--- src/rtl/clkdiv_pkg.sv ---
`timescale 1ns/1ps
package clkdiv_pkg;

  // Smallest counter width that can hold the values 0 .. ratio-1
  function automatic int ctr_width(input int ratio);
    int w;
    w = 1;
    while ((1 << w) < ratio) w++;
    return w;
  endfunction

  // Bundle of the three registered outputs
  typedef struct packed {
    logic half;
    logic slow;
    logic mark;
  } div_outs_t;

endpackage

--- src/rtl/clkdiv_hold_sync.sv ---
`timescale 1ns/1ps
module clkdiv_hold_sync (
  input  logic clk_i,
  input  logic rst_i,
  input  logic hold_i,
  output logic hold_q_o
);

  // Captured on the falling edge so that a freeze or release only acts on
  // the following rising edge, while every divided level is stable.
  always_ff @(negedge clk_i) begin
    if (rst_i) hold_q_o <= 1'b0;
    else       hold_q_o <= hold_i;
  end

endmodule

--- src/rtl/clkdiv_phase_ctr.sv ---
`timescale 1ns/1ps
module clkdiv_phase_ctr #(
  parameter int DIV_LO = 4,
  parameter int DIV_HI = 6,
  parameter int CNT_W  = 3
) (
  input  logic             clk_i,
  input  logic             rst_i,
  input  logic             adv_i,
  input  logic             sel_hi_i,
  output logic [CNT_W-1:0] nxt_o,
  output logic [CNT_W-1:0] last_o,
  output logic [CNT_W-1:0] half_o
);

  localparam logic [CNT_W-1:0] LAST_LO = CNT_W'(DIV_LO - 1);
  localparam logic [CNT_W-1:0] LAST_HI = CNT_W'(DIV_HI - 1);
  localparam logic [CNT_W-1:0] HALF_LO = CNT_W'(DIV_LO / 2);
  localparam logic [CNT_W-1:0] HALF_HI = CNT_W'(DIV_HI / 2);

  logic [CNT_W-1:0] cnt_q;

  always_comb begin
    last_o = sel_hi_i ? LAST_HI : LAST_LO;
    half_o = sel_hi_i ? HALF_HI : HALF_LO;
    nxt_o  = (cnt_q >= last_o) ? '0 : cnt_q + CNT_W'(1);
  end

  // Reset parks the counter at the wrap value, so the first advance lands on 0
  always_ff @(posedge clk_i) begin
    if (rst_i)      cnt_q <= last_o;
    else if (adv_i) cnt_q <= nxt_o;
  end

  // never beyond the wrap value of the selected ratio
  a_r9_no_overflow: assert property (@(posedge clk_i) disable iff (rst_i)
    cnt_q <= last_o);

  // a held edge does not move the counter
  a_r8_ctr_frozen: assert property (@(posedge clk_i) disable iff (rst_i)
    !adv_i |=> $stable(cnt_q));

endmodule

--- src/rtl/clkdiv_out_regs.sv ---
`timescale 1ns/1ps
module clkdiv_out_regs
  import clkdiv_pkg::*;
#(
  parameter int CNT_W = 3
) (
  input  logic             clk_i,
  input  logic             rst_i,
  input  logic             adv_i,
  input  logic [CNT_W-1:0] nxt_i,
  input  logic [CNT_W-1:0] last_i,
  input  logic [CNT_W-1:0] half_i,
  output div_outs_t        outs_o
);

  div_outs_t outs_q;

  // Outputs are decoded from the counter's next value and registered, so
  // both clocks leave flops on the same edge.
  always_ff @(posedge clk_i) begin
    if (rst_i) begin
      outs_q <= '0;
    end else if (adv_i) begin
      outs_q.half <= ~nxt_i[0];
      outs_q.slow <= (nxt_i < half_i);
      outs_q.mark <= (nxt_i == last_i);
    end else begin
      outs_q.mark <= 1'b0;
    end
  end

  assign outs_o = outs_q;

  // divide-by-2 flips on every advancing edge
  a_r3_half_toggles: assert property (@(posedge clk_i) disable iff (rst_i)
    adv_i |=> (outs_q.half != $past(outs_q.half)));

  // the slow clock never rises unless the fast one rises too
  a_r6_aligned_rise: assert property (@(posedge clk_i) disable iff (rst_i)
    $rose(outs_q.slow) |-> $rose(outs_q.half));

endmodule

--- src/rtl/clk_div_gen.sv ---
`timescale 1ns/1ps
module clk_div_gen
  import clkdiv_pkg::*;
#(
  parameter int DIV_LO = 4,
  parameter int DIV_HI = 6
) (
  input  logic clk_i,
  input  logic rst_i,
  input  logic hold_i,
  input  logic sel6_i,
  output logic div2_o,
  output logic div46_o,
  output logic phase_o
);

  localparam int CNT_W = ctr_width(DIV_HI);

  logic             hold_q;
  logic             adv;
  logic [CNT_W-1:0] nxt;
  logic [CNT_W-1:0] last;
  logic [CNT_W-1:0] half;
  div_outs_t        outs;

  clkdiv_hold_sync u_hold (
    .clk_i    (clk_i),
    .rst_i    (rst_i),
    .hold_i   (hold_i),
    .hold_q_o (hold_q)
  );

  assign adv = ~hold_q;

  clkdiv_phase_ctr #(
    .DIV_LO (DIV_LO),
    .DIV_HI (DIV_HI),
    .CNT_W  (CNT_W)
  ) u_ctr (
    .clk_i    (clk_i),
    .rst_i    (rst_i),
    .adv_i    (adv),
    .sel_hi_i (sel6_i),
    .nxt_o    (nxt),
    .last_o   (last),
    .half_o   (half)
  );

  clkdiv_out_regs #(
    .CNT_W (CNT_W)
  ) u_out (
    .clk_i  (clk_i),
    .rst_i  (rst_i),
    .adv_i  (adv),
    .nxt_i  (nxt),
    .last_i (last),
    .half_i (half),
    .outs_o (outs)
  );

  assign div2_o  = outs.half;
  assign div46_o = outs.slow;
  assign phase_o = outs.mark;

  // reset clears every output on the next edge
  a_r1_reset_clears: assert property (@(posedge clk_i)
    rst_i |=> (!div2_o && !div46_o && !phase_o));

  // a held edge freezes both clocks and drops the marker
  a_r8_hold_freezes: assert property (@(posedge clk_i) disable iff (rst_i)
    hold_q |=> ($stable(div2_o) && $stable(div46_o) && !phase_o));

  // the marker is followed by a shared rise when the edge advances
  a_r7_mark_before_rise: assert property (@(posedge clk_i) disable iff (rst_i)
    (phase_o && !hold_q) |=> (div2_o && div46_o));

  // the marker lasts one cycle
  a_r7_mark_single: assert property (@(posedge clk_i) disable iff (rst_i)
    phase_o |=> !phase_o);

  // Input assumption: the ratio select moves only in reset or hold
  a_r9_sel_idle_only: assert property (@(posedge clk_i) disable iff (rst_i)
    !hold_q |-> $stable(sel6_i));

endmodule

--- config.mk ---
export PLATFORM = sky130hd
export DESIGN_NAME = clk_div_gen
export DESIGN_NICKNAME = d
export VERILOG_FILES = /design/src/rtl/clkdiv_pkg.sv /design/src/rtl/clkdiv_hold_sync.sv /design/src/rtl/clkdiv_phase_ctr.sv /design/src/rtl/clkdiv_out_regs.sv /design/src/rtl/clk_div_gen.sv
export SDC_FILE = /design/constraint.sdc
export NUM_CORES = 1
export LEC_CHECK = 0
export CAP_MARGIN = 20
export CORE_UTILIZATION = 30
export CTS_CLUSTER_SIZE = 40
export DETAILED_ROUTE_END_ITERATION = 10
export MAX_ROUTING_LAYER = met4
export PLACE_DENSITY_LB_ADDON = 0.15
export SYNTH_ARGS = -nofsm -noshare
export SYNTH_HDL_FRONTEND = slang
export SYNTH_HIERARCHICAL = 1
export SYNTH_SLANG_ARGS = --single-unit
--- constraint.sdc ---
create_clock -name clk_i -period 2 [get_ports clk_i]
set_input_delay 0.6 -clock clk_i [delete_from_list [all_inputs] [get_ports clk_i]]
set_output_delay 0.6 -clock clk_i [all_outputs]
set_load 0.005 [all_outputs]
## Yosys cells after proc, flatten, opt, wreduce, memory -nomap -nowiden

Cells that the tools add are included.

| storage, ports and cells | value |
|---|---|
| bits in registers | 7 |
| word-level logic and storage cells | 17 |
| bits of input ports | 4 |
| output and inout port bits | 3 |

| cells by class | value |
|---|---|
| $add $sub $neg | 1 |
| eq/ne operators | 2 |
| bitwise operators | 1 |
| order comparisons | 2 |
| mux-type cells | 5 |
| reductions and logical operators | 1 |

Operators with widths:

| kind | count |
|---|---|
| 3-bit 2-to-1 mux | 4 |
| 3-bit by 1-bit adder with 3-bit output, second input constant | 1 |
| 3-bit equality test | 1 |
| 3-bit >= comparator | 1 |
| 3-bit by 2-bit < comparator with 1-bit output | 1 |
| 2-bit inequality test, second input constant | 1 |
| 2-bit OR reduction | 1 |
| 1-bit 2-to-1 mux | 1 |
| 1-bit NOT | 1 |

## Depth between registers and ports, before layout

Gate-level depths: netlist (run 1).

| depth | value |
|---|---|
| depth after elaboration | 5 |
| gate-level depth with buffers | 9 |
| depth with buffers taken out | 9 |

## Hierarchy

The synthesis (run 1) kept the hierarchy.

Modules (own cells, without submodules):

| module | cells an instance | seq. area each (um^2) | times used | area each (um^2) |
|---|---|---|---|---|
| clkdiv_phase_ctr | 28 | 90.1 | 1 | 269.0 |
| clkdiv_out_regs | 20 | 60.1 | 1 | 193.9 |
| clkdiv_hold_sync | 3 | 20.0 | 1 | 37.5 |
| clk_div_gen | 1 | 0.0 | 1 | 3.8 |

==> results of run 1 <==
[area by class of cell]
| type | count | area, um2 |
|---|---|---|
| Sequential cell | 7 | 170.2 |
| Clock inverter | 2 | 21.27 |
| Clock buffer | 3 | 22.52 |
| Tap cell | 16 | 20.02 |
| Inverter | 5 | 18.77 |
| Multi-Input combinational cell | 35 | 312.8 |
| Fill cell | 148 | 845.8 |
| Timing Repair Buffer | 15 | 130.1 |
[Yosys cell counts]
cell type and count:
a211oi_1 2, a21oi_2 3, buf_4 5, conb_1 2, dfxtp_1 4, edfxtp_1 3
ha_1 5, inv_1 6, nand2_1 3, nand2_2 1, nand2b_1 1, nand3_1 1
nand3b_1 1, nor2_1 3, nor2b_1 1, nor2b_4 1, nor3_2 1, o211ai_2 1
o31ai_2 2, or2_1 1, or2_2 1, xnor2_1 2, xor2_1 2
[sequential cells by signal, indices dropped and copies added, names as in the netlist]
register,count
u_out/outs_o,3
u_hold/hold_q_o,1
u_ctr/cnt_q,3
[per-stage QoR]
stage | setup slack (ps) | hold WS (ps)
after detailed placement | -506.9 | 475.4
after CTS | 32.20 | 482.5
final | 26.35 | 482.9
after floorplan | 14.25 | 469.5
after global routing | 10.54 | 494.2
after global placement | -474.2 | 470.9
[power by group through the flow]
stage               clock (mW)  sequential, mW  combinational, mW
global route             0.210           0.188              0.282
CTS                      0.198           0.185              0.236
floorplan              0.00626           0.185              0.139
detailed placement     0.00626           0.186              0.212
finish                   0.193           0.185              0.252
global placement       0.00626           0.186              0.213
[metal layers]
layer,wire [um],share of wire,GRT usage
met1,424,0.49,0.1662
met2,399,0.46,0.1455
met3,40,0.046,0.06383
met4,0,0,0.01818
met5,0,0,-
[final timing paths]
| kind | from | slack, ps | endpoint | depth (start not counted) |
|---|---|---|---|---|
| setup / recovery | rst_i | 30 | u_hold/hold_q_o$_SDFF_NP0_ | 2 |
| hold / removal | u_out/outs_o[2]$_SDFFE_PP0P_ | 480 | u_out/outs_o[2]$_SDFFE_PP0P_ | 2 |
| setup reg to reg | u_hold/hold_q_o$_SDFF_NP0_ | 50 | u_ctr/cnt_q[1]$_DFFE_PP_ | 2 |
| hold reg to reg | u_out/outs_o[2]$_SDFFE_PP0P_ | 480 | u_out/outs_o[2]$_SDFFE_PP0P_ | 2 |
[logic make-up (layout without fill, tap and decap cells)]
group                    after synthesis  count (layout)
AND/OR/NAND/NOR                       15              15
buffers and inverters                 11              25
AO/OA/AOI/OAI                          8               8
flip-flops                             7               7
adder cells (fa/ha/maj)                5               5
XOR/XNOR                               4               4
other                                  2               3
[timing repair]
| action | in CTS | in global routing |
|---|---|---|
| pin swaps | 3 | 1 |
| cloned | 0 | 0 |
| resized for setup | 6 | 2 |
| buffers inserted | 1 | 0 |
| hold endpoints to repair | 0 | 0 |
| endpoints found under the setup margin | 2 | 1 |
==> summary.txt, run 1 <==
GRT
  • All-Layer GR Usage: 0.1166
  • GRT overflow: 0
  • Pin count of the biggest net entering global routing: 10
  • First-pass GRT wire length: 1531 um
  • Initial antenna violation count: 0
  • Vias in the first global route: 354

Clocking
  • CTS tree: yes
  • # hold bufs at CTS: 0
  • Worst skew pair latency: 300 ps
  • CTS clk-pin slew, worst paths: 50 ps
  • Max H-tree Level: 1
  • Num CTS Buffers: 3
  • Maximum clock insertion buffer count: 2
  • Root cell of the clock tree: clkbuf_4
  • Clock sinks: 7

Die
  • IO Count: 7
  • Die ar.: 1849 um2
  • Die width: 43.00 um
  • Cell Rows: 14
  • Initial Util: 0.3271
  • DIE HEIGHT: 43.00 um
  • Area of the core: 1541 um2

Place
  • Hpwl dp: 665 um
  • Port Buffers: 6
  • Routability congestion estimate from global placement: 0.7125
  • DP Area: 610.6 um2
  • Cell Count Post-Placement: 78

Detailed routing
  • Drt total wl: 865 um
  • Final ANT Viol Nets: 0
  • Routed via count: 381
  • DRC viols: 0
  • Router iterations before antenna repair: 4
  • Average wire per standard cell: 10.42 um
  • Via density: 4.590
  • First DRT Iteration DRCs: 8

Setup path
  • Endpoint class of the critical path: flop
  • Worst path slowest cell: clkdlybuf4s50_1
  • Critical Path RT: 1190 ps
  • Largest delay contributor family on the critical path: buffers and inverters
  • Crit Path Class: input pin to flop
  • Worst path max stage delay: 520 ps
  • Bufs and invs on worst path: 1
  • Worst path cell trace: clkdlybuf4s50_1 > nor2b_4
  • CP startpoint kind: input pin
  • Worst Path Arrival: 1170 ps
  • Crit Path Max Fanout: 2

Run
  • Max-cap violations: 0

Pwr
  • PwrDens: 904.0 nW/um2
  • Combinational group share of total power: 0.400
  • Leak: 0.3101 nW
  • Sequential Power Share: 0.294
  • Overall Power: 0.6289 mW
  • Sw power: 0.1840 mW
  • P_int: 0.4449 mW
  • Switching share of total power: 0.2926
  • Clock Power Share: 0.306
  • VDD IR-drop max: 435.7 uV

Synth
  • Synth area leaders: edfxtp_1 18%, dfxtp_1 16%, ha_1 12%, buf_4 7.4%, a21oi_2 5.2%
  • Mux share of post-synthesis cell area: 0
  • Sequential area share after synthesis: 0.3375
  • Simple-Gate Fraction of Synth Area: 0.1787
  • Syn Std Cell Area: 504.2 um2
  • Post-synthesis register bit count: 7
  • Post-synthesis compound-gate area fraction: 0.1563
  • Adder-Cell Fraction of Synth Area: 0.1241
  • Synth Warn #: 6
  • Mapped Cells: 52
  • Post-Syn Area per Cell: 9.697 um2
  • Share of the synthesized area in the top cell type: 0.1787
  • Synth unique cells: 23
  • Largest family of logic cells by synthesized area: simple AND/OR/NAND/NOR gates
  • Synth Area in XOR/XNOR: 0.06948
  • Synth area leader: edfxtp_1

STA
  • Hold violation count in the final report: 0
  • # setup viols final: 0
  • Post-Route Skew: 57.19 ps
  • RSZ-0062 raised after global routing: no
  • Final slew viol count: 0
  • Setup TNS: 0 ps

Layout
  • Synth-to-layout area growth: 37.97%
  • Most frequent cells in the layout: 8 x buf_4, 5 x inv_1, 5 x clkdlybuf4s50_1, 4 x dfxtp_1
  • Util after Layout: 0.4513
  • Share of cells above drive strength 1: 0.4179
  • Final instance area: 695.7 um2
  • Leading cell type in the layout, fill and taps excluded: buf_4
  • ANT cells: 0
  • Layout Cells excl Fill: 83
  • # nets final: 77

Worst hold path
  • Hold Crit Class: flop to flop

Run status
  • Run status: finished, final reports clean
Power figures use the tool's default switching activity.
==> run 2, diff against run 1 <==
--- a/config.mk
+++ b/config.mk
@@ -6,12 +6,12 @@
 export NUM_CORES = 1
 export LEC_CHECK = 0
 export CAP_MARGIN = 20
-export CORE_UTILIZATION = 30
+export CORE_AREA = 2 2 39 41
 export CTS_CLUSTER_SIZE = 40
 export DETAILED_ROUTE_END_ITERATION = 10
+export DIE_AREA = 0 0 41 43
 export MAX_ROUTING_LAYER = met4
 export PLACE_DENSITY_LB_ADDON = 0.15
 export SYNTH_ARGS = -nofsm -noshare
 export SYNTH_HDL_FRONTEND = slang
-export SYNTH_HIERARCHICAL = 1
 export SYNTH_SLANG_ARGS = --single-unit
==> run 2 against run 1 <==
- clock skew shrank 1.7 ps
- non-clock buffer count shrank 4
- synthesized area down 27%
- worst hold slack gained 110 ps
- critical path type unchanged
- critical endpoint is now u_ctr.cnt_q[0]$_SDFFCE_PP1P_
- largest power group is now registers
==> summary.txt, run 2 <==
Synth
  • Share of the synthesized area in the top cell type: 0.2432 (+0.06458)
  • Number of synthesized flops with an enable pin: 3 (unchanged)
  • Syn Std Cell Area: 370.4 um2 (-27%)
  • Synth area leader: edfxtp_1
  • Post-synth top flop: dfxtp_1
  • Synth unique cells: 18 (-22%)
  • Mapped Cells: 36 (-31%)
  • Sequential area share after synthesis: 0.4595 (+0.1220)
  • Synth area leaders: edfxtp_1 24%, dfxtp_1 22%, ha_1 10%, nand2_1 6.1%, nor2b_1 5.1%
  • Most frequent cell after synthesis: nand2_1
  • Syn_nets: 43
  • Post-synthesis async set-or-reset flop share: 0 (unchanged)
  • Commonest cells in the netlist: 6 x nand2_1, 4 x dfxtp_1
  • Post-synthesis register bit count: 7 (unchanged)
  • Post-Syn Area per Cell: 10.29 um2 (+6.1%)
  • Synth Warn #: 0 (-6)

Clocking
  • Maximum clock insertion buffer count: 2 (unchanged)
  • Worst skew pair latency: 300 ps (about the same)
  • Post-CTS sizing: 0 (-6)
  • CTS tree: yes
  • # hold bufs at CTS: 0 (unchanged)
  • Clock sinks: 7 (unchanged)
  • Post-CTS setup buffers: 0 (-1)
  • Num CTS Buffers: 3 (unchanged)
  • Root cell of the clock tree: clkbuf_4
  • CTS clk-pin slew, worst paths: 50 ps (about the same)
  • Max H-tree Level: 1 (unchanged)

Setup path
  • Endpoint class of the critical path: flop
  • Worst path max stage delay: 480 ps (-40 ps)
  • Worst path cell trace: clkdlybuf4s50_1 > inv_1 > ha_1 > a211oi_2 > buf_4 > or2_2
  • Bufs and invs on worst path: 3 (+2)
  • Critical R2R Launch: u_hold.hold_q_o$_SDFF_NP0_
  • R2R Setup Slk: 120 ps (+70 ps)
  • Crit Path Class: input pin to flop
  • Largest delay contributor family on the critical path: buffers and inverters
  • Worst Path Arrival: 1940 ps (+770 ps)
  • Critical Path RT: 2000 ps (+810 ps)
  • Reg-to-reg endpoint: u_out.outs_o[1]$_SDFFE_PP0N_
  • Stages on the worst setup path: 6 (+4)
  • CP startpoint kind: input pin
  • Worst R2R Path Depth: 1 (-1)
  • Crit Path Max Fanout: 3 (+1)
  • Worst path slowest cell: clkdlybuf4s50_1

Layout
  • Sequential cell area: 170.2 um2 (unchanged)
  • Synth-to-layout area growth: 40.20%
  • Most frequent cells in the layout: 6 x nand2_1, 6 x clkdlybuf4s50_1, 5 x buf_4, 4 x dfxtp_1
  • # nets final: 59 (-23%)
  • Fillers: 145 (-2.0%)
  • Final instance area: 519.2 um2 (-25%)
  • Share of cells above drive strength 1: 0.2353 (-0.1826)
  • ANT cells: 0 (unchanged)
  • Multi-input gate area: 193.9 um2 (-38%)

Worst hold path
  • Hold Path Sink: u_out.outs_o[2]$_SDFFE_PP0N_
  • HP Start: u_out.outs_o[2]$_SDFFE_PP0N_
  • Hold Crit Class: flop to flop
  • Hold path cells: 3 (+1)

Pwr
  • VDD IR-drop max: 310.4 uV (-29%)
  • Overall Power: 0.4529 mW (-28%)
  • Leak: 0.2217 nW (-29%)
  • PwrDens: 872.2 nW/um2 (-3.5%)

Die
  • Die width: 41 um (-4.6%)
  • Cell Rows: 14 (unchanged)
  • IO Count: 7 (unchanged)
  • Area of the core: 1384 um2 (-10%)
  • Initial Util: 0.2676 (-0.05948)
  • Die ar.: 1763 um2 (-4.6%)
  • DIE HEIGHT: 43 um (about the same)

GRT
  • Pin count of the biggest net entering global routing: 8 (-2)
  • Initial antenna violation count: 0 (unchanged)
  • All-Layer GR Usage: 0.1101 (-0.006519)
  • Vias in the first global route: 309 (-13%)
  • First-pass GRT wire length: 1221 um (-20%)
  • GRT overflow: 0 (unchanged)

STA
  • Final slew viol count: 0 (unchanged)
  • Relative slew margins: 0.8695
  • Final min period: 1947 ps
  • Fmax: 0.5137 GHz
  • Final WS setup: 53.32 ps (+26.97 ps)
  • Tightest Pin Transition: 190.3 ps
  • # setup viols final: 0 (unchanged)
  • Post-Route Skew: 55.51 ps (-1.683 ps)
  • Tcrit/Tclk final: 0.9733
  • Hold WS: 592.5 ps (+109.6 ps)
  • Hold violation count in the final report: 0 (unchanged)

Run status
  • Run status: finished, final reports clean

Place
  • DP Area: 488.0 um2 (-20%)
  • Port Buffers: 6 (unchanged)
  • Place WS: -249.6 ps (+257.3 ps)
  • Routability congestion estimate from global placement: 0.7535 (+5.8%)

Detailed routing
  • First DRT Iteration DRCs: 6 (-2)
  • Drt total wl: 740 um (-14%)
  • Average wire per standard cell: 11.04 um (+6.0%)
  • Routed via count: 314 (-18%)
  • Final ANT Viol Nets: 0 (unchanged)
  • DRC viols: 0 (unchanged)
  • Via density: 4.687 (+2.1%)
  • Router iterations before antenna repair: 4 (unchanged)

Run
  • Max-cap violations: 0 (unchanged)
[run 2: worst max path at each step]
stage | startpoint | endpoint | slack [ps]
2_1_floorplan | hold_i | u_hold.hold_q_o$_SDFF_NP0_ | 190
3_3_place_gp | rst_i | u_hold.hold_q_o$_SDFF_NP0_ | -230
3_5_place_dp | rst_i | u_hold.hold_q_o$_SDFF_NP0_ | -250
4_1_cts | sel6_i | u_out.outs_o[2]$_SDFFE_PP0N_ | 70
5_1_grt | sel6_i | u_ctr.cnt_q[0]$_SDFFCE_PP1P_ | -0.5
6_report | sel6_i | u_ctr.cnt_q[0]$_SDFFCE_PP1P_ | 50
[run 2: tightest hold or removal path, cell delays in order, from the launching register on]
cell,delay [ps]
dfxtp_1,330
nand2_1,50
o21ai_0,60
and2_1,120
[run 2: cell families (layout without fill, tap and decap cells)]
logic type	Yosys count	count (layout)	synth area share
AOI/OAI and AO/OA	7	7	0.1216
xor gates and xnor gates	1	1	0.04393
adders and majority gates	3	3	0.1014
buffers and inverters	3	18	0.03040
DFF	7	7	0.4595
muxes	1	1	0.02703
and+or+nand+nor	14	14	0.2162
[run 2: power breakdown]
group	internal (mW)	switching, mW
clock	0.0787	0.0550
sequential	0.171	0.0144
combinational	0.0760	0.0581
[run 2: area by class of cell]
type | count | share of cell area
tap | 16 | 0.03855
clock inverter | 1 | 0.007229
clock buffer | 4 | 0.05060
inverter | 2 | 0.01446
sequential | 7 | 0.3277
timing repair buffer | 11 | 0.1880
multi-input combinational | 26 | 0.3735
[run 2: stage by stage]
stage / setup TNS, ps / utilization / std cells
after floorplan: 0 / - / 36
after global placement: -1090 / 0.3526 / 63
after CTS: 0 / 0.3716 / 67
after global routing: -0.5307 / 0.3752 / 67
after detailed placement: -1036 / 0.3526 / 63
final: 0 / 0.3752 / 67
[run 2: layer usage]
| metal | track usage | part of all wire | vias to the layer above |
|---|---|---|---|
| met2 | 0.1469 | 0.53 | 7 |
| li1 | - | - | 157 |
| met1 | 0.1258 | 0.41 | 148 |
| met3 | 0.03141 | 0.051 | 2 |
| met4 | 0.1000 | 0.014 | 0 |
| met5 | - | 0 | - |
==> run 3, diff against run 2 <==
--- a/config.mk
+++ b/config.mk
@@ -12,6 +12,7 @@
 export DIE_AREA = 0 0 41 43
 export MAX_ROUTING_LAYER = met4
 export PLACE_DENSITY_LB_ADDON = 0.15
+export REMOVE_ABC_BUFFERS = 1
 export SYNTH_ARGS = -nofsm -noshare
 export SYNTH_HDL_FRONTEND = slang
 export SYNTH_SLANG_ARGS = --single-unit
==> results of run 3 <==
Final layout, timing and power as in run 2 (identical DEF).
